## config.mk

```make
export PLATFORM = sky130hd
export DESIGN_NAME = du_collector
export DESIGN_NICKNAME = d
export VERILOG_FILES = /design/src/rtl/collector_pkg.sv /design/src/rtl/collector_ctrl.sv /design/src/rtl/collector_dp.sv /design/src/rtl/du_collector.sv
export SDC_FILE = /design/constraint.sdc
export NUM_CORES = 1
export LEC_CHECK = 0
export BUFFER_PORTS_ARGS = -buffer_cell sky130_fd_sc_hd__buf_2
export CORE_ASPECT_RATIO = 1.1
export CORE_MARGIN = 1
export CORE_UTILIZATION = 53
export DETAILED_ROUTE_END_ITERATION = 10
export PLACE_DENSITY = 0.8
export SYNTH_ARGS = -nofsm -noshare
export SYNTH_HDL_FRONTEND = slang
export SYNTH_HIERARCHICAL = 1
export SYNTH_SLANG_ARGS = --single-unit
```

## constraint.sdc

```tcl
create_clock -name clk -period 2.56 [get_ports clk]
set_input_delay 0 -clock clk [delete_from_list [all_inputs] [get_ports clk]]
set_output_delay 0 -clock clk [all_outputs]
set_load 0.03 [all_outputs]
```

## src/rtl/collector_pkg.sv

```systemverilog
package collector_pkg;

  typedef enum logic [2:0] {
    ST_IDLE,
    ST_START,
    ST_SCAN,
    ST_XFER,
    ST_SIZE,
    ST_DONE
  } colState_t;

  // Strobes from the control FSM to the datapath
  typedef struct packed {
    logic clear;     // new event: restart addressing, clear overflow
    logic takeData;  // store the byte on the served lane
    logic takeSize;  // store the trailing size word
  } colStrobe_t;

endpackage

```

## src/rtl/collector_ctrl.sv

```systemverilog
module collector_ctrl
  import collector_pkg::*;
#(
  parameter int NUM_SRC = 4,
  parameter int IDX_W   = 2
) (
  input  logic               clk,
  input  logic               rst_n,
  input  logic               startReq,
  input  logic [NUM_SRC-1:0] srcEmpty,
  output logic [NUM_SRC-1:0] srcEnable,
  output logic [IDX_W-1:0]   cur,
  output colStrobe_t         strobe,
  output logic               eventStart,
  output logic               eventDone
);

  colState_t  state, stateNext;
  logic [IDX_W-1:0] curNext, scanBase, pick;
  logic found;

  // Search for the first non-empty source at or after scanBase, wrapping
  always_comb begin
    int idx;
    if (state == ST_SIZE)
      scanBase = (cur == IDX_W'(NUM_SRC - 1)) ? '0 : cur + 1'b1;
    else
      scanBase = '0;
    found = 1'b0;
    pick  = '0;
    for (int off = 0; off < NUM_SRC; off++) begin
      idx = int'(scanBase) + off;
      if (idx >= NUM_SRC) idx = idx - NUM_SRC;
      if (!found && !srcEmpty[IDX_W'(idx)]) begin
        found = 1'b1;
        pick  = IDX_W'(idx);
      end
    end
  end

  always_comb begin
    stateNext = state;
    curNext   = cur;
    strobe    = '0;
    unique case (state)
      ST_IDLE:  if (startReq) stateNext = ST_START;
      ST_START: begin
        strobe.clear = 1'b1;
        stateNext    = ST_SCAN;
      end
      ST_SCAN: begin
        if (found) begin
          curNext   = pick;
          stateNext = ST_XFER;
        end else begin
          stateNext = ST_DONE;
        end
      end
      ST_XFER: begin
        if (!srcEmpty[cur]) strobe.takeData = 1'b1;
        else                stateNext       = ST_SIZE;
      end
      ST_SIZE: begin
        strobe.takeSize = 1'b1;
        if (found) begin
          curNext   = pick;
          stateNext = ST_XFER;
        end else begin
          stateNext = ST_DONE;
        end
      end
      ST_DONE:  stateNext = ST_IDLE;
      default:  stateNext = ST_IDLE;
    endcase
  end

  always_ff @(posedge clk) begin
    if (!rst_n) begin
      state <= ST_IDLE;
      cur   <= '0;
    end else begin
      state <= stateNext;
      cur   <= curNext;
    end
  end

  assign eventStart = (state == ST_START);
  assign eventDone  = (state == ST_DONE);

  // One grant line per source; only the served one, and only while streaming
  for (genvar g = 0; g < NUM_SRC; g++) begin : g_enable
    assign srcEnable[g] = (state == ST_XFER) && (cur == IDX_W'(g));
  end

endmodule

```

## src/rtl/collector_dp.sv

```systemverilog
module collector_dp
  import collector_pkg::*;
#(
  parameter int NUM_SRC = 4,
  parameter int DATA_W  = 8,
  parameter int DEPTH   = 32,
  parameter int ADDR_W  = 5,
  parameter int IDX_W   = 2
) (
  input  logic                      clk,
  input  logic                      rst_n,
  input  colStrobe_t                strobe,
  input  logic [IDX_W-1:0]          cur,
  input  logic [NUM_SRC*DATA_W-1:0] srcData,
  output logic                      wrEn,
  output logic [ADDR_W-1:0]         wrAddr,
  output logic [DATA_W-1:0]         wrData,
  output logic                      overflow
);

  localparam int FILL_W = ADDR_W + 1;
  localparam int SZ_W   = DATA_W - 1;

  logic [FILL_W-1:0] fill;      // next free address, reaches DEPTH when full
  logic [FILL_W-1:0] unitCnt;   // bytes stored for the unit in progress
  logic [DATA_W-1:0] selByte, sizeWord;
  logic full;

  assign full     = (fill == FILL_W'(DEPTH));
  assign sizeWord = {1'b1, SZ_W'(unitCnt + 1'b1)};

  always_comb begin
    selByte = '0;
    for (int i = 0; i < NUM_SRC; i++)
      if (cur == IDX_W'(i)) selByte = srcData[i*DATA_W +: DATA_W];
  end

  always_ff @(posedge clk) begin
    if (!rst_n) begin
      fill     <= '0;
      unitCnt  <= '0;
      overflow <= 1'b0;
      wrEn     <= 1'b0;
      wrAddr   <= '0;
      wrData   <= '0;
    end else begin
      wrEn <= 1'b0;
      if (strobe.clear) begin
        fill     <= '0;
        unitCnt  <= '0;
        overflow <= 1'b0;
      end else if (strobe.takeData || strobe.takeSize) begin
        if (full) begin
          overflow <= 1'b1;
        end else begin
          wrEn   <= 1'b1;
          wrAddr <= fill[ADDR_W-1:0];
          wrData <= strobe.takeSize ? sizeWord : selByte;
          fill   <= fill + 1'b1;
        end
        if (strobe.takeSize)      unitCnt <= '0;
        else if (!full)           unitCnt <= unitCnt + 1'b1;
      end
    end
  end

endmodule

```

## src/rtl/du_collector.sv

```systemverilog
module du_collector
  import collector_pkg::*;
#(
  parameter int NUM_SRC = 4,
  parameter int DATA_W  = 8,
  parameter int DEPTH   = 32   // must stay below 2**(DATA_W-1)
) (
  input  logic                        clk,
  input  logic                        rst_n,
  input  logic                        startReq,
  input  logic [NUM_SRC*DATA_W-1:0]   srcData,
  input  logic [NUM_SRC-1:0]          srcEmpty,
  output logic [NUM_SRC-1:0]          srcEnable,
  output logic                        wrEn,
  output logic [$clog2(DEPTH)-1:0]    wrAddr,
  output logic [DATA_W-1:0]           wrData,
  output logic                        eventStart,
  output logic                        eventDone,
  output logic                        overflow
);

  localparam int ADDR_W = $clog2(DEPTH);
  localparam int IDX_W  = (NUM_SRC > 1) ? $clog2(NUM_SRC) : 1;

  colStrobe_t       strobe;
  logic [IDX_W-1:0] cur;

  collector_ctrl #(.NUM_SRC(NUM_SRC), .IDX_W(IDX_W)) u_ctrl (
    .clk        (clk),
    .rst_n      (rst_n),
    .startReq   (startReq),
    .srcEmpty   (srcEmpty),
    .srcEnable  (srcEnable),
    .cur        (cur),
    .strobe     (strobe),
    .eventStart (eventStart),
    .eventDone  (eventDone)
  );

  collector_dp #(
    .NUM_SRC(NUM_SRC), .DATA_W(DATA_W), .DEPTH(DEPTH),
    .ADDR_W(ADDR_W), .IDX_W(IDX_W)
  ) u_dp (
    .clk      (clk),
    .rst_n    (rst_n),
    .strobe   (strobe),
    .cur      (cur),
    .srcData  (srcData),
    .wrEn     (wrEn),
    .wrAddr   (wrAddr),
    .wrData   (wrData),
    .overflow (overflow)
  );

endmodule

```

Yosys cells after proc, flatten, opt, wreduce, memory -nomap -nowiden:

Cells that the tools add are included.

* flip-flop bits (word level): 32
* bits of input ports: 39
* output and inout port bits: 21
* word-level logic and storage cells: 112

* add/sub/neg operators: 11
* $lt $le $gt $ge: 9
* equal/unequal tests: 12
* muxes and demuxes: 44
* bitwise operators: 4
* reduce and logical (&&, ||, !) cells: 24

Operator list (count)
* $mux W8: 5
* $mux W2: 10
* $mux W1: 18
* $lt A2 B4 Y1 const B: 4
* $add A6 B1 Y6 const B: 2
* $mux W6: 2
* $pmux W3 S4: 1
* $bmux W1 S2: 5
* $reduce_and A2 Y1: 5
* $ge A3 B3 Y1 const B: 3
* $mux W3: 3
* $sub A2 B1 Y2 const B: 4
* $add A6 B1 Y7 const B: 1
* $logic_and A1 B1 Y1: 7
* $add A2 B2 Y3 const B: 2
* $eq A3 B2 Y1 const B: 2
* $eq A3 B3 Y1 const B: 2
* $eq A6 B6 Y1 const B: 1
* $logic_not A1 Y1: 5
* $eq A2 B2 Y1 const B: 2
* $ne A2 B1 Y1 const B: 2
* $not A1 Y1: 4
* $reduce_or A2 Y1: 2
* $add A2 B1 Y3 const B: 1
* other kinds (11): 11

Depth between registers and ports, before layout:

* depth in word-level cells: 20
* mapped depth: 10
* mapped depth without buffers: 8

Cells and area by module:

The synthesis kept the hierarchy.

Modules (own cells, without submodules)
* collector_dp: times used 1, cells an instance 158, area each 1483.9 sq um, sequential area each 540.5 sq um
* collector_ctrl: times used 1, cells an instance 100, area each 765.7 sq um, sequential area each 100.1 sq um

Least setup slack after synthesis:

No wires, ideal clock.

* kind: flip-flop to flip-flop
* start: reg u_ctrl.state[0]
* end: reg u_dp.unitCnt[0]
* library setup time: 0.121 ns
* data arrival time: 2.404 ns
* data required time: 2.439 ns
* slack: 0.035 ns
* stages on the path, launching flop included: 11
* path buffers: 5
* clock period less this slack: 2.525 ns
* cell sequence: dfxtp_1 buf_2 inv_1 nor3_1 buf_4 clkbuf_2 nand2b_1 clkbuf_1 or2_2 clkbuf_1 nor2_1

RTL lines
* from (decl): line collector_ctrl.sv:18 `colState_t state, stateNext;`
* from (signal assigned): line collector_ctrl.sv:82 `state <= stateNext;`
* to (signal assigned): line collector_dp.sv:62 `else if (!full) unitCnt <= unitCnt + 1'b1;`
* to (decl): line collector_dp.sv:25 `logic [FILL_W-1:0] unitCnt;`

Worst setup path after layout:

* start: reg u_ctrl.cur[1]
* end: reg u_ctrl.cur[1]

* word-level cells in the longest chain between the ends: 19
* elaborated cells on any way between the ends: 48
* those cells by class: add/sub (8); order compare (4); eq/ne (1); mux (26); reduce/logical (9)

Ends and longest elaborated chain
* from (decl): line collector_ctrl.sv:12 `output logic [IDX_W-1:0] cur,`
* from (signal assigned): line collector_ctrl.sv:83 `cur <= curNext;`
* $add A2 B1 Y2 / $eq A2 B2 Y1 (equally long branches): line collector_ctrl.sv:26 `scanBase = (cur == IDX_W'(NUM_SRC - 1)) ? '0 : cur + 1'b1;`
* $mux W2 (*): line collector_ctrl.sv:26
* $mux W2 (*): line collector_ctrl.sv:25 `if (state == ST_SIZE)`
* $add A2 B1 Y3: line collector_ctrl.sv:32 `idx = int'(scanBase) + off;`
* $ge A3 B3 Y1 / $sub A2 B1 Y2 (equally long branches): line collector_ctrl.sv:33 `if (idx >= NUM_SRC) idx = idx - NUM_SRC;`
* $mux W2: line collector_ctrl.sv:33
* $bmux W1 S2: line collector_ctrl.sv:34 `if (!found && !srcEmpty[IDX_W'(idx)]) begin`
* $mux W1 (implied by the code) (2 in series): line collector_ctrl.sv:34
* [2 not listed]
* $mux W1: line collector_ctrl.sv:34
* $logic_not A1 Y1: line collector_ctrl.sv:34
* $logic_and A1 B1 Y1: line collector_ctrl.sv:34
* $mux W1: line collector_ctrl.sv:34
* $logic_not A1 Y1: line collector_ctrl.sv:34
* $logic_and A1 B1 Y1: line collector_ctrl.sv:34
* $mux W1: line collector_ctrl.sv:34
* $reduce_and A2 Y1 (no line)

Mark *: on every way between the ends. The rest lies on a longest branch, timed or not. The select of a mux whose other input is x is not followed.
A chain may end at the register's enable or synchronous reset.

==> flow_metrics.env <==
export IMPL_area_delta_synth_final_pct=18.9
export IMPL_final_setup_skew_ns=0.00569
export IMPL_drt_iter0_markers=152
export IMPL_start_util_pct=55.9
export IMPL_synth_ff_type="dfxtp_1"
export IMPL_ys_seq_area_share_pct=28.5
export IMPL_tightest_slew_ns=0.469
export IMPL_post_route_period_util_pct=94.7
export IMPL_critPathKind="reg2reg"
export IMPL_wl_per_cell_um=14.1
export IMPL_min_path_type="in2reg"
export IMPL_holdCritStartpoint="startReq"
export IMPL_finalNonFillerCells=366
export IMPL_dieArea_sq_um=4510
export IMPL_setup_viol=0
export IMPL_max_cap_viol_count=0
export IMPL_cts_tree="built"
export IMPL_die_y_um=70.3
export IMPL_die_w_um=64.1
export IMPL_fmax_mhz=412
export IMPL_port_buffer_count=59
export IMPL_place_ws_ns=0.122
export IMPL_crit_arrival_ns=2.59
export IMPL_tns_ns=0
export IMPL_synth_edf_count=0
export IMPL_root_buffer="clkbuf_8"
export IMPL_grt_pass1_vias=2068
export IMPL_ctsLongestPathBuffers=2
export IMPL_async_reset_ff_share_pct=0
export IMPL_cts_sinks=32
export IMPL_clkTransAtPathRegs_ns=0.07
export IMPL_rr_startpoint="u_ctrl/cur[1]$_SDFFE_PN0P_"
export IMPL_drc=0
export IMPL_synthesis_nets=304
export IMPL_yosysWarnings=6
export IMPL_routed_wl_mm=5.17
export IMPL_cts_buffers=5
export IMPL_globalRoute_totalOverflow=0
export IMPL_power_mw=1.21
export IMPL_grt_setup_unrepaired="no"
export IMPL_antenna_found_initial=0
export IMPL_grt_start_max_net_pins=21
export IMPL_worstSkewPairLatency_ns=0.28
export IMPL_startpoint="u_ctrl/cur[1]$_SDFFE_PN0P_"
export IMPL_via_per_inst=5.75
export IMPL_diodes=0
export IMPL_avgSynthCellArea_sq_um=8.72
export IMPL_setup_slack_ns=0.135
export IMPL_syn_cell_area_sq_um=2250
export IMPL_htreeDepth=2
export IMPL_fin_nets=359
export IMPL_ir_worst_vdd_uv=330
export IMPL_ys_types=57
export IMPL_core_sq_um=4020
export IMPL_ys_ff_latch=32
export IMPL_ctsHoldBuffers=0
export IMPL_dp_cells=358
export IMPL_status="finished clean"
export IMPL_grt_pass1_wl_mm=8.76
export IMPL_critical_path_peak_fanout=7
export IMPL_whs_ns=0.141
export IMPL_final_util_pct=66.5
export IMPL_grt_util_all_layers_pct=24.4
export IMPL_drive_above_1_share_pct=31.5
export IMPL_final_common_cell="buf_2"
export IMPL_firstDrtPassIters=4
export IMPL_num_rows=24
export IMPL_dp_hpwl_mm=3.78
export IMPL_ant_nets=0
export IMPL_syn_inst=258
export IMPL_io_pins=60
export IMPL_p_per_area_nw_per_um2=452
export IMPL_final_max_slew_viol_count=0
export IMPL_cellLeakagePower_nw=1.11
export IMPL_required_ns=2.72
export IMPL_min_period_ns=2.43
export IMPL_dpl_cell_area_sq_um=2560
export IMPL_worstSetupStartpointType="flop"
export IMPL_final_cell_mix="buf_2 (59), dfxtp_1 (32), nor2_1 (26), o21ai_0 (24), nand2_1 (22)"
export IMPL_vias=2106
export IMPL_end_kind="flop"
export IMPL_gp_congestion=0.833
export IMPL_hold_violations=0
export IMPL_stdcell_area_sq_um=2680
export IMPL_slew_headroom_pct=68.7
-- registers in the layout (all words and copies together) (netlist names) --
| name | cells |
|---|---|
| u_dp/overflow | 1 |
| u_dp/unitCnt | 6 |
| u_dp/wrData | 8 |
| u_dp/fill | 6 |
| u_ctrl/state | 3 |
| u_dp/wrAddr | 5 |
| u_ctrl/cur | 2 |
| u_dp/wrEn | 1 |
-- cell type report --
cell class	count	area, sq um
Multi-Input combinational cell	195	1460
Fill cell	347	1350
Sequential cell	32	641
Timing Repair Buffer	68	363
Clock buffer	6	72.6
Tap cell	52	65.1
Inverter	11	41.3
Clock inverter	2	35.0
-- cell families (layout without fill, tap and decap cells) --
family / count (synthesis) / after routing / share of synthesized area (%)
and+or+nand+nor: 86 / 86 / 21.3
AOI/OAI and AO/OA: 70 / 70 / 21.3
DFF: 32 / 32 / 28.5
buffers and inverters: 31 / 87 / 7.01
muxes: 19 / 19 / 13.0
xor gates and xnor gates: 13 / 13 / 5.06
adders and majority gates: 7 / 7 / 3.89
-- cell usage after synthesis, drive strengths merged, types with 7 or more instances --
cell type  count  area, sq um
ha             7         87.6
inv           11         41.3
nor2          26         97.6
o21ai         26          141
a21oi         10         50.1
dfxtp         32          641
xnor2          7         61.3
clkbuf        11         43.8
mux4           8          180
buf            9         72.6
mux2i         10          100
nand2         22         82.6
-- timing repair --
| action | in CTS | in global routing |
|---|---|---|
| hold endpoints to repair | 0 | 0 |
| buffers inserted | 0 | 0 |
| gates resized for setup | 0 | 2 |
| setup endpoints to repair | 0 | 2 |
-- report_power, final --
group | internal [mW] | switching, mW | total [mW]
Sequential | 0.506 | 0.0139 | 0.520
Clock | 0.288 | 0.180 | 0.469
Combinational | 0.104 | 0.115 | 0.219
Total | 0.899 | 0.309 | 1.21
-- final timing paths --
check | cells past startpoint | endpoint | slack [ns]
hold / removal | 5 | u_ctrl/state[0]$_SDFFE_PN0P_ | 0.14
hold reg to reg | 2 | u_dp/wrData[3]$_SDFFE_PN0P_ | 0.48
setup / recovery | 8 | u_ctrl/cur[1]$_SDFFE_PN0P_ | 0.13
setup reg to reg | 8 | u_ctrl/cur[1]$_SDFFE_PN0P_ | 0.13
-- worst max-delay path: stages, from the launching register on --
cell and delay (ns):
dfxtp_1 0.42, inv_1 0.09, ha_1 0.35, or3_1 0.43
a21boi_4 0.28, o2111ai_1 0.17, a2111oi_2 0.33, a311o_1 0.18
a21oi_1 0.07
-- metal layers --
metal,GRT usage (%),part of all wire (%),vias to the layer above
li1,-,-,1047
met1,28.2,42,985
met2,45.6,51,68
met3,3.10,5.6,6
met4,7.90,0.93,0
met5,0,0,-
(Power assumes the default switching activity.)
